### src/rtl/xtr_enc_pkg.sv
package xtr_enc_pkg;
  localparam int WORD_W   = 32;
  localparam int N_BYTES  = WORD_W / 8;
  localparam int CODE_LSB = 24;
  localparam int CODE_W   = 3;
  localparam logic [7:0] MARK_BYTE = 8'h80;

  localparam logic [CODE_W-1:0] C_PRUNED = 3'd4;
  localparam logic [CODE_W-1:0] C_ABORT  = 3'd5;
  localparam logic [CODE_W-1:0] C_ESC    = 3'd6;
  localparam logic [CODE_W-1:0] C_IDLE   = 3'd7;

  typedef enum logic [1:0] {PH_CODE, PH_ESC, PH_DATA} phase_e;

  function automatic logic [WORD_W-1:0] code_word(input logic [CODE_W-1:0] c);
    logic [WORD_W-1:0] w;
    w = '0;
    w[7:0] = MARK_BYTE;
    w[CODE_LSB +: CODE_W] = c;
    return w;
  endfunction
endpackage

### src/rtl/xtr_byte_order.sv
module xtr_byte_order #(
  parameter int N_BYTES = 4
) (
  input  logic                 en,
  input  logic [N_BYTES*8-1:0] din,
  output logic [N_BYTES*8-1:0] dout
);
  logic [N_BYTES*8-1:0] rev;

  for (genvar b = 0; b < N_BYTES; b++) begin : g_byte
    assign rev[b*8 +: 8] = din[(N_BYTES-1-b)*8 +: 8];
  end

  assign dout = en ? rev : din;
endmodule

### src/rtl/xtr_code_match.sv
module xtr_code_match
  import xtr_enc_pkg::*;
(
  input  logic [WORD_W-1:0] word,
  output logic              hit
);
  localparam int HI_LSB = CODE_LSB + CODE_W;

  always_comb begin
    hit = (word[7:0] == MARK_BYTE) &&
          (word[CODE_LSB-1:8] == '0) &&
          (word[WORD_W-1:HI_LSB] == '0);
  end
endmodule

### src/rtl/xtr_word_seq.sv
module xtr_word_seq
  import xtr_enc_pkg::*;
(
  input  logic              clk,
  input  logic              rst_n,
  input  logic              flush,
  input  logic              in_valid,
  output logic              in_ready,
  input  logic [WORD_W-1:0] in_word,
  input  logic              in_hit,
  input  logic              in_last,
  input  logic [1:0]        in_unused,
  input  logic              in_pruned,
  input  logic              in_abort,
  input  logic              rd_stb,
  output logic [WORD_W-1:0] out_word,
  output logic              pending
);
  phase_e            phase_q, phase_d;
  logic              hold_v_q, hold_v_d;
  logic              discard_q, discard_d;
  logic [WORD_W-1:0] data_q;
  logic              hit_q, last_q, pruned_q, abort_q;
  logic [1:0]        unused_q;

  logic   final_ph, consume, load;
  phase_e init_ph;

  assign final_ph = (phase_q == PH_DATA) || (phase_q == PH_CODE && abort_q);
  assign consume  = hold_v_q && rd_stb && !flush;
  assign in_ready = flush || discard_q || !hold_v_q || (consume && final_ph);
  assign load     = in_valid && in_ready && !flush && !discard_q;

  always_comb begin
    if (in_abort || in_last) init_ph = PH_CODE;
    else if (in_hit)         init_ph = PH_ESC;
    else                     init_ph = PH_DATA;
  end

  // next state
  always_comb begin
    hold_v_d  = hold_v_q;
    phase_d   = phase_q;
    discard_d = discard_q;
    if (flush) begin
      hold_v_d  = 1'b0;
      discard_d = 1'b0;
    end else begin
      if (discard_q && in_valid && in_last) discard_d = 1'b0;
      if (load) begin
        hold_v_d = 1'b1;
        phase_d  = init_ph;
        if (in_abort && !in_last) discard_d = 1'b1;
      end else if (consume) begin
        if (final_ph)               hold_v_d = 1'b0;
        else if (phase_q == PH_CODE) phase_d = hit_q ? PH_ESC : PH_DATA;
        else                         phase_d = PH_DATA;
      end
    end
  end

  always_ff @(posedge clk or negedge rst_n) begin
    if (!rst_n) begin
      hold_v_q  <= 1'b0;
      phase_q   <= PH_DATA;
      discard_q <= 1'b0;
    end else begin
      hold_v_q  <= hold_v_d;
      phase_q   <= phase_d;
      discard_q <= discard_d;
    end
  end

  always_ff @(posedge clk or negedge rst_n) begin
    if (!rst_n) begin
      data_q   <= '0;
      hit_q    <= 1'b0;
      last_q   <= 1'b0;
      pruned_q <= 1'b0;
      abort_q  <= 1'b0;
      unused_q <= '0;
    end else if (load) begin
      data_q   <= in_word;
      hit_q    <= in_hit;
      last_q   <= in_last;
      pruned_q <= in_pruned;
      abort_q  <= in_abort;
      unused_q <= in_unused;
    end
  end

  // output word
  always_comb begin
    if (!hold_v_q || flush) begin
      out_word = code_word(C_IDLE);
    end else begin
      unique case (phase_q)
        PH_CODE: begin
          if (abort_q)       out_word = code_word(C_ABORT);
          else if (pruned_q) out_word = code_word(C_PRUNED);
          else               out_word = code_word({1'b0, unused_q});
        end
        PH_ESC:  out_word = code_word(C_ESC);
        default: out_word = data_q;
      endcase
    end
  end

  assign pending = hold_v_q && !flush;

  // an escape read is always followed by the literal of the same word
  assert_esc_literal_R4: assert property (@(posedge clk) disable iff (!rst_n)
    (hold_v_q && !flush && phase_q == PH_ESC && rd_stb)
      |=> (hold_v_q && phase_q == PH_DATA && $stable(data_q)));

  // without a strobe the pending word does not move
  assert_hold_stable_R10: assert property (@(posedge clk) disable iff (!rst_n)
    (hold_v_q && !rd_stb && !flush)
      |=> (hold_v_q && $stable(data_q) && $stable(phase_q)));

  // flush empties both the hold register and the discard state
  assert_flush_clears_R8: assert property (@(posedge clk) disable iff (!rst_n)
    flush |=> (!hold_v_q && !discard_q));

  // while the tail of an aborted frame is dropped, input is never stalled
  assert_discard_ready_R7: assert property (@(posedge clk) disable iff (!rst_n)
    discard_q |-> in_ready);
endmodule

### src/rtl/xtr_word_encoder.sv
module xtr_word_encoder
  import xtr_enc_pkg::*;
(
  input  logic              clk,
  input  logic              rst_n,
  input  logic              cfg_swap,
  input  logic              flush,
  input  logic              in_valid,
  output logic              in_ready,
  input  logic [WORD_W-1:0] in_data,
  input  logic              in_last,
  input  logic [1:0]        in_unused,
  input  logic              in_pruned,
  input  logic              in_abort,
  input  logic              rd_stb,
  output logic [WORD_W-1:0] rd_data,
  output logic              data_present
);
  logic [WORD_W-1:0] ordered;
  logic              collide;

  xtr_byte_order #(.N_BYTES(N_BYTES)) u_order (
    .en   (cfg_swap),
    .din  (in_data),
    .dout (ordered)
  );

  xtr_code_match u_match (
    .word (ordered),
    .hit  (collide)
  );

  xtr_word_seq u_seq (
    .clk       (clk),
    .rst_n     (rst_n),
    .flush     (flush),
    .in_valid  (in_valid),
    .in_ready  (in_ready),
    .in_word   (ordered),
    .in_hit    (collide),
    .in_last   (in_last),
    .in_unused (in_unused),
    .in_pruned (in_pruned),
    .in_abort  (in_abort),
    .rd_stb    (rd_stb),
    .out_word  (rd_data),
    .pending   (data_present)
  );

  // an idle read with no new input leaves the encoder empty
  assert_idle_read_R5: assert property (@(posedge clk) disable iff (!rst_n)
    (rd_stb && !data_present && !in_valid) |=> !data_present);

  // flush always hides pending data from the host
  assert_flush_hides_R6: assert property (@(posedge clk) disable iff (!rst_n)
    flush |-> !data_present);
endmodule

### config.mk
export PLATFORM = sky130hd
export DESIGN_NAME = xtr_word_encoder
export DESIGN_NICKNAME = d
export VERILOG_FILES = /design/src/rtl/xtr_enc_pkg.sv /design/src/rtl/xtr_byte_order.sv /design/src/rtl/xtr_code_match.sv /design/src/rtl/xtr_word_seq.sv /design/src/rtl/xtr_word_encoder.sv
export SDC_FILE = /design/constraint.sdc
export NUM_CORES = 1
export LEC_CHECK = 0
export CAP_MARGIN = 20
export CORE_AREA = 5 5 83 85
export CTS_CLUSTER_DIAMETER = 30
export CTS_CLUSTER_SIZE = 30
export DETAILED_ROUTE_END_ITERATION = 10
export DIE_AREA = 0 0 88 90
export GPL_ROUTABILITY_DRIVEN = 0
export PLACE_DENSITY = 0.74
export SYNTH_ARGS = -nofsm -noshare
export SYNTH_HDL_FRONTEND = slang
export SYNTH_SLANG_ARGS = --single-unit
### constraint.sdc
create_clock -name clk -period 1.95 [get_ports clk]
set_clock_uncertainty 0.1 [all_clocks]
set_input_delay 0.195 -clock clk [delete_from_list [all_inputs] [get_ports clk]]
set_output_delay 0.195 -clock clk [all_outputs]
set_load 0.01 [all_outputs]
# Word level (Yosys, flattened, before mapping)
# Index checks and enable logic that the tools add are counted.
# totals
output_inout_bits	34
wordCells	64
in_bits	43
register_bits	41
# classes
n_reduce_logical	31
mux	20
bitwise_logic	1
eq_ne	4
# op_table
cell	n
$mux 32	3
$pmux 32 s2	1
$mux 27	1
$logic_not 16->1	1
$mux 2	7
$logic_and 1x1->1	13
$eq 8x8->1 const B	1
$mux 1	8
$logic_or 1x1->1	6
$reduce_bool 3->1	2
$logic_not 5->1	1
$logic_not 1->1	4
$reduce_and 3->1	1
$eq 2x1->1 const B	1
$eq 2x2->1 const B	1
$logic_not 2->1	1
$ne 2x2->1 const B	1
$reduce_and 2->1	1
$reduce_bool 2->1	1
$not 1->1	1

# Depth between registers and ports, before layout
# depth
depth_word	10
ltp_mapped	7
mapped_depth_nobuf	4

# Modules after synthesis
# Synthesis repeated with hierarchy kept, for this count alone.
# hier_totals
cells_unflattened	198
area_unflattened_um2	2546.2
# modules_own_cells
mod	cells_each	n_inst	area_per_inst_um2	seq_area_each_um2
xtr_word_seq	151	1	1918.1	1027.2
xtr_byte_order	36	1	544.3	0.0
xtr_code_match	11	1	83.8	0.0

# Worst setup path before layout
# No wires, ideal clock.
# synth_timing
path_type	input to register
start	in cfg_swap
end	reg u_seq.phase_q[0]
stages	5
required_time_ps	1784
n_path_buf	1
setup_ps	66
arrival_time_ps	1541
path_slack_ps	243
cell_sequence	buf_6 or4b_1 o32a_1 a2111oi_4 a31o_1
# synth_via
elab_chain_cells	7
elab_cells_between_ends	9
classes_between	eq/ne (1); mux (4); reduce/logical (4)
# synth_lines
element	line_no	text
from (decl)	xtr_word_encoder.sv:6	input logic cfg_swap,
$mux 32 (*)	xtr_byte_order.sv:14	assign dout = en ? rev : din;
$eq 8x8->1 / $logic_not 16->1 (equally long branches)	xtr_code_match.sv:10, xtr_code_match.sv:11	
$logic_and 1x1->1	xtr_code_match.sv:10	hit = (word[7:0] == MARK_BYTE) &&
$logic_and 1x1->1 (*)	xtr_code_match.sv:11	(word[CODE_LSB-1:8] == '0) &&
$mux 2 (*)	xtr_word_seq.sv:36	else if (in_hit) init_ph = PH_ESC;
$mux 2 (*)	xtr_word_seq.sv:35	if (in_abort || in_last) init_ph = PH_CODE;
$mux 2 (*)	xtr_word_seq.sv:50	if (load) begin
to (signal assigned)	xtr_word_seq.sv:69	phase_q <= phase_d;
to (decl)	xtr_word_seq.sv:19	phase_e phase_q, phase_d;
# Every way passes the cells marked *; elsewhere a longest branch is shown, timed or not.
# A chain may end at the register's enable or synchronous reset.

# Worst setup path after layout
# layout_timing
start	reg u_seq.hold_v_q
end	out in_ready
# layout_via
elab_chain_cells	4
elab_cells_between_ends	6
classes_between	reduce/logical (6)
# layout_lines
element	line_no	text
from (decl)	xtr_word_seq.sv:20	logic hold_v_q, hold_v_d;
from (signal assigned)	xtr_word_seq.sv:68	hold_v_q <= hold_v_d;
$logic_and 1x1->1 (2 in a row)	xtr_word_seq.sv:30	assign consume = hold_v_q && rd_stb && !flush;
$logic_and 1x1->1	xtr_word_seq.sv:31	assign in_ready = flush || discard_q || !hold_v_q || (consume && final_ph);
$logic_or 1x1->1 (*)	xtr_word_seq.sv:31	
to (decl)	xtr_word_encoder.sv:9	output logic in_ready,
# Marks and branches as above.

==> results.toml <==
[run_status]
status = "finished clean"

[route]
detail_route.wl_per_cell_um = 17.4
ant_nets = 0
firstDrtPassIters = 4
drt_iter0_drc = 129
drt-total-wl_mm = 7.43
drc = 0
vias = 2364
vias_per_cell = 5.54

[floorplanning]
die_width_um = 88
die_y_um = 90
dieArea_um2 = 7920
ios = 77
initial_core_util = 0.384
core_region_area_um2 = 6130
rows = 29

[clock_tree]
clk_pin_slew_ns = 0.08
cts.sinks = 41
cts_buffers = 5
cts_tree = "done"
cts_max_level = 2
clkLatencyLatePin_ns = 0.30
clockBufferDepth = 2
cts-root-buf = "clkbuf_8"

[grt]
grt_overflow_total = 0
antenna_found_initial = 0
grt_pass1_wl_mm = 12.2
grt_max_degree = 37
grt_pass1_vias = 2448
track_usage = 0.194

[sta]
slew_headroom = 0.645
max_freq_mhz = 539
setup_viol = 0
hold_viol = 0
min_period_over_period = 0.952
maxSlewViolCount = 0
period_minus_slack_ns = 1.86
finalSetupTns_ns = 0
worstMarginPinSlew_ns = 0.532

[setup_path]
worstSetupEndpointType = "primary output"
worst_ep_required_time_ns = 1.65
critPathMaxFanout = 18
reg2reg_depth = 6
cp.arrival_ns = 1.56
crit_path_start_kind = "register"
path_class = "reg -> out"

[cells_and_area]
fin_util = 0.582
ff_latch_area_um2 = 1030
drive_gt1_frac = 0.180
mostFrequentLayoutCells = "64 x a21oi_1, 41 x clkdlybuf4s50_1, 40 x dfrtp_1, 32 x mux2i_1, 32 x buf_4"
fill_cells = 519
syn2layout_area_growth_pct = 51.6
diodes = 0
multi_input_area_um2 = 1240
nets = 392
final_common_cell = "a21oi_1"

[yosys]
synth_cells = 249
yosysSeqAreaShare = 0.436
synth.avg_cell_area_um2 = 9.46
ys_warn_count = 0
synth_seq_cells = 41
synth_nets = 292
ys_types = 38
synth_area_um2 = 2350

[job]
cap_violations = 0

[pwr]
ir_drop_v = 0.000435
powerDensity_nw_per_um2 = 752
p_leak_nw = 1.71

[placed_design]
portBuffers = 76
dp_hpwl_mm = 5.38

[min_path]
hold_path_class = "in -> async"
cell type report:
cell class	instances	share of cell area
Clock buffer	5	0.0193
Clock inverter	3	0.0182
Inverter	2	0.00210
Multi-Input combinational cell	183	0.348
Sequential cell	41	0.288
Tap cell	77	0.0270
Timing Repair Buffer	116	0.298
sequential cells by signal, summed over array words and instances, names as in the netlist:
signal and count:
u_seq.pruned_q 1, u_seq.unused_q 2, u_seq.hit_q 1, u_seq.hold_v_q 1
u_seq.abort_q 1, u_seq.phase_q 2, u_seq.data_q 32, u_seq.discard_q 1
where the power goes:
part | switching, mW | internal (mW)
Combinational | 0.367 | 0.381
Clock | 0.309 | 0.509
Sequential | 0.103 | 1.01
cell families (layout without fill, tap and decap cells):
group / count (synthesis) / after routing / share of synthesized area
AOI/OAI and AO/OA: 81 / 81 / 0.194
and+or+nand+nor: 66 / 66 / 0.171
DFF: 41 / 41 / 0.436
muxes: 36 / 36 / 0.155
buffers and inverters: 25 / 126 / 0.0436
stage by stage:
step                setup WS (ns)  instance area, µm²  total power [mW]  instances  hold slack, ns
floorplan                   0.243                2350              1.46        249          -0.201
global placement           -0.149                3400              1.82        411           0.100
detailed placement         -0.165                3400              1.83        411          0.0926
CTS                        -0.136                3560              2.67        424           0.322
global route             -0.00452                3570              2.82        427           0.358
finish                     0.0941                3570              2.68        427           0.311
worst paths after layout:
| kind | startpoint | endpoint | slack, ns |
|---|---|---|---|
| min | rst_n | u_seq.data_q[10]$_DFFE_PN0P_ | 0.31 |
| min reg2reg | u_seq.unused_q[1]$_DFFE_PN0P_ | u_seq.unused_q[1]$_DFFE_PN0P_ | 0.39 |
| max reg2reg | u_seq.phase_q[1]$_DFFE_PN1P_ | u_seq.hit_q$_DFFE_PN0P_ | 0.11 |
| min in group clk | in_pruned | u_seq.pruned_q$_DFFE_PN0P_ | 0.37 |
| max | u_seq.hold_v_q$_DFFE_PN0P_ | in_ready | 0.09 |
| max in group asynchronous | rst_n | u_seq.phase_q[1]$_DFFE_PN1P_ | 0.86 |
synth_stat cells, drive strengths merged:
cell type  count  area share
and2           1      0.0027
nor2b          3      0.0080
a2bb2oi        1      0.0037
and3          28       0.074
dfstp          1       0.011
inv            2      0.0032
or2            2      0.0053
nor2           5      0.0080
o21ai          6       0.013
a2111oi        1       0.012
buf            6       0.013
a211oi         2      0.0064
o211ai         1      0.0032
a31oi          2      0.0053
nand2          4      0.0064
a31o           1      0.0037
dfrtp         40        0.43
nand3          2      0.0043
mux2           4       0.019
o41ai          1      0.0037
nor3           3      0.0064
nor4           8       0.021
nand4          2      0.0053
or3b           1      0.0037
o311ai         1      0.0037
or4b           1      0.0043
nand2b         2      0.0053
nand3b         2      0.0064
nor3b          1      0.0053
nand4b         1      0.0037
clkbuf        17       0.027
a21oi         64        0.14
mux2i         32        0.14
o32a           1      0.0043
critical path, stage by stage (launching register included):
cell           delay, ns
dfrtp_1             0.35
nor2b_4             0.19
buf_12              0.16
o21ai_2             0.07
or2_1               0.20
dlygate4sd2_1       0.28
layer usage:
metal | up-vias | wire [µm] | global-route usage
li1 | 1127 | - | -
met1 | 1119 | 3170 | 0.272
met2 | 101 | 3570 | 0.296
met3 | 17 | 535 | 0.0402
met4 | 0 | 161 | 0.0614
met5 | - | 0 | 0
timing repair:
item / 4_1_cts / 5_1_grt
endpoints found under the hold margin: 20 / 0
pin swaps: 0 / 1
hold buffers: 1 / 0
resized for setup: 37 / 24
buffers inserted: 4 / 3
setup endpoints to repair: 32 / 15
Power figures use the tool's default switching activity.
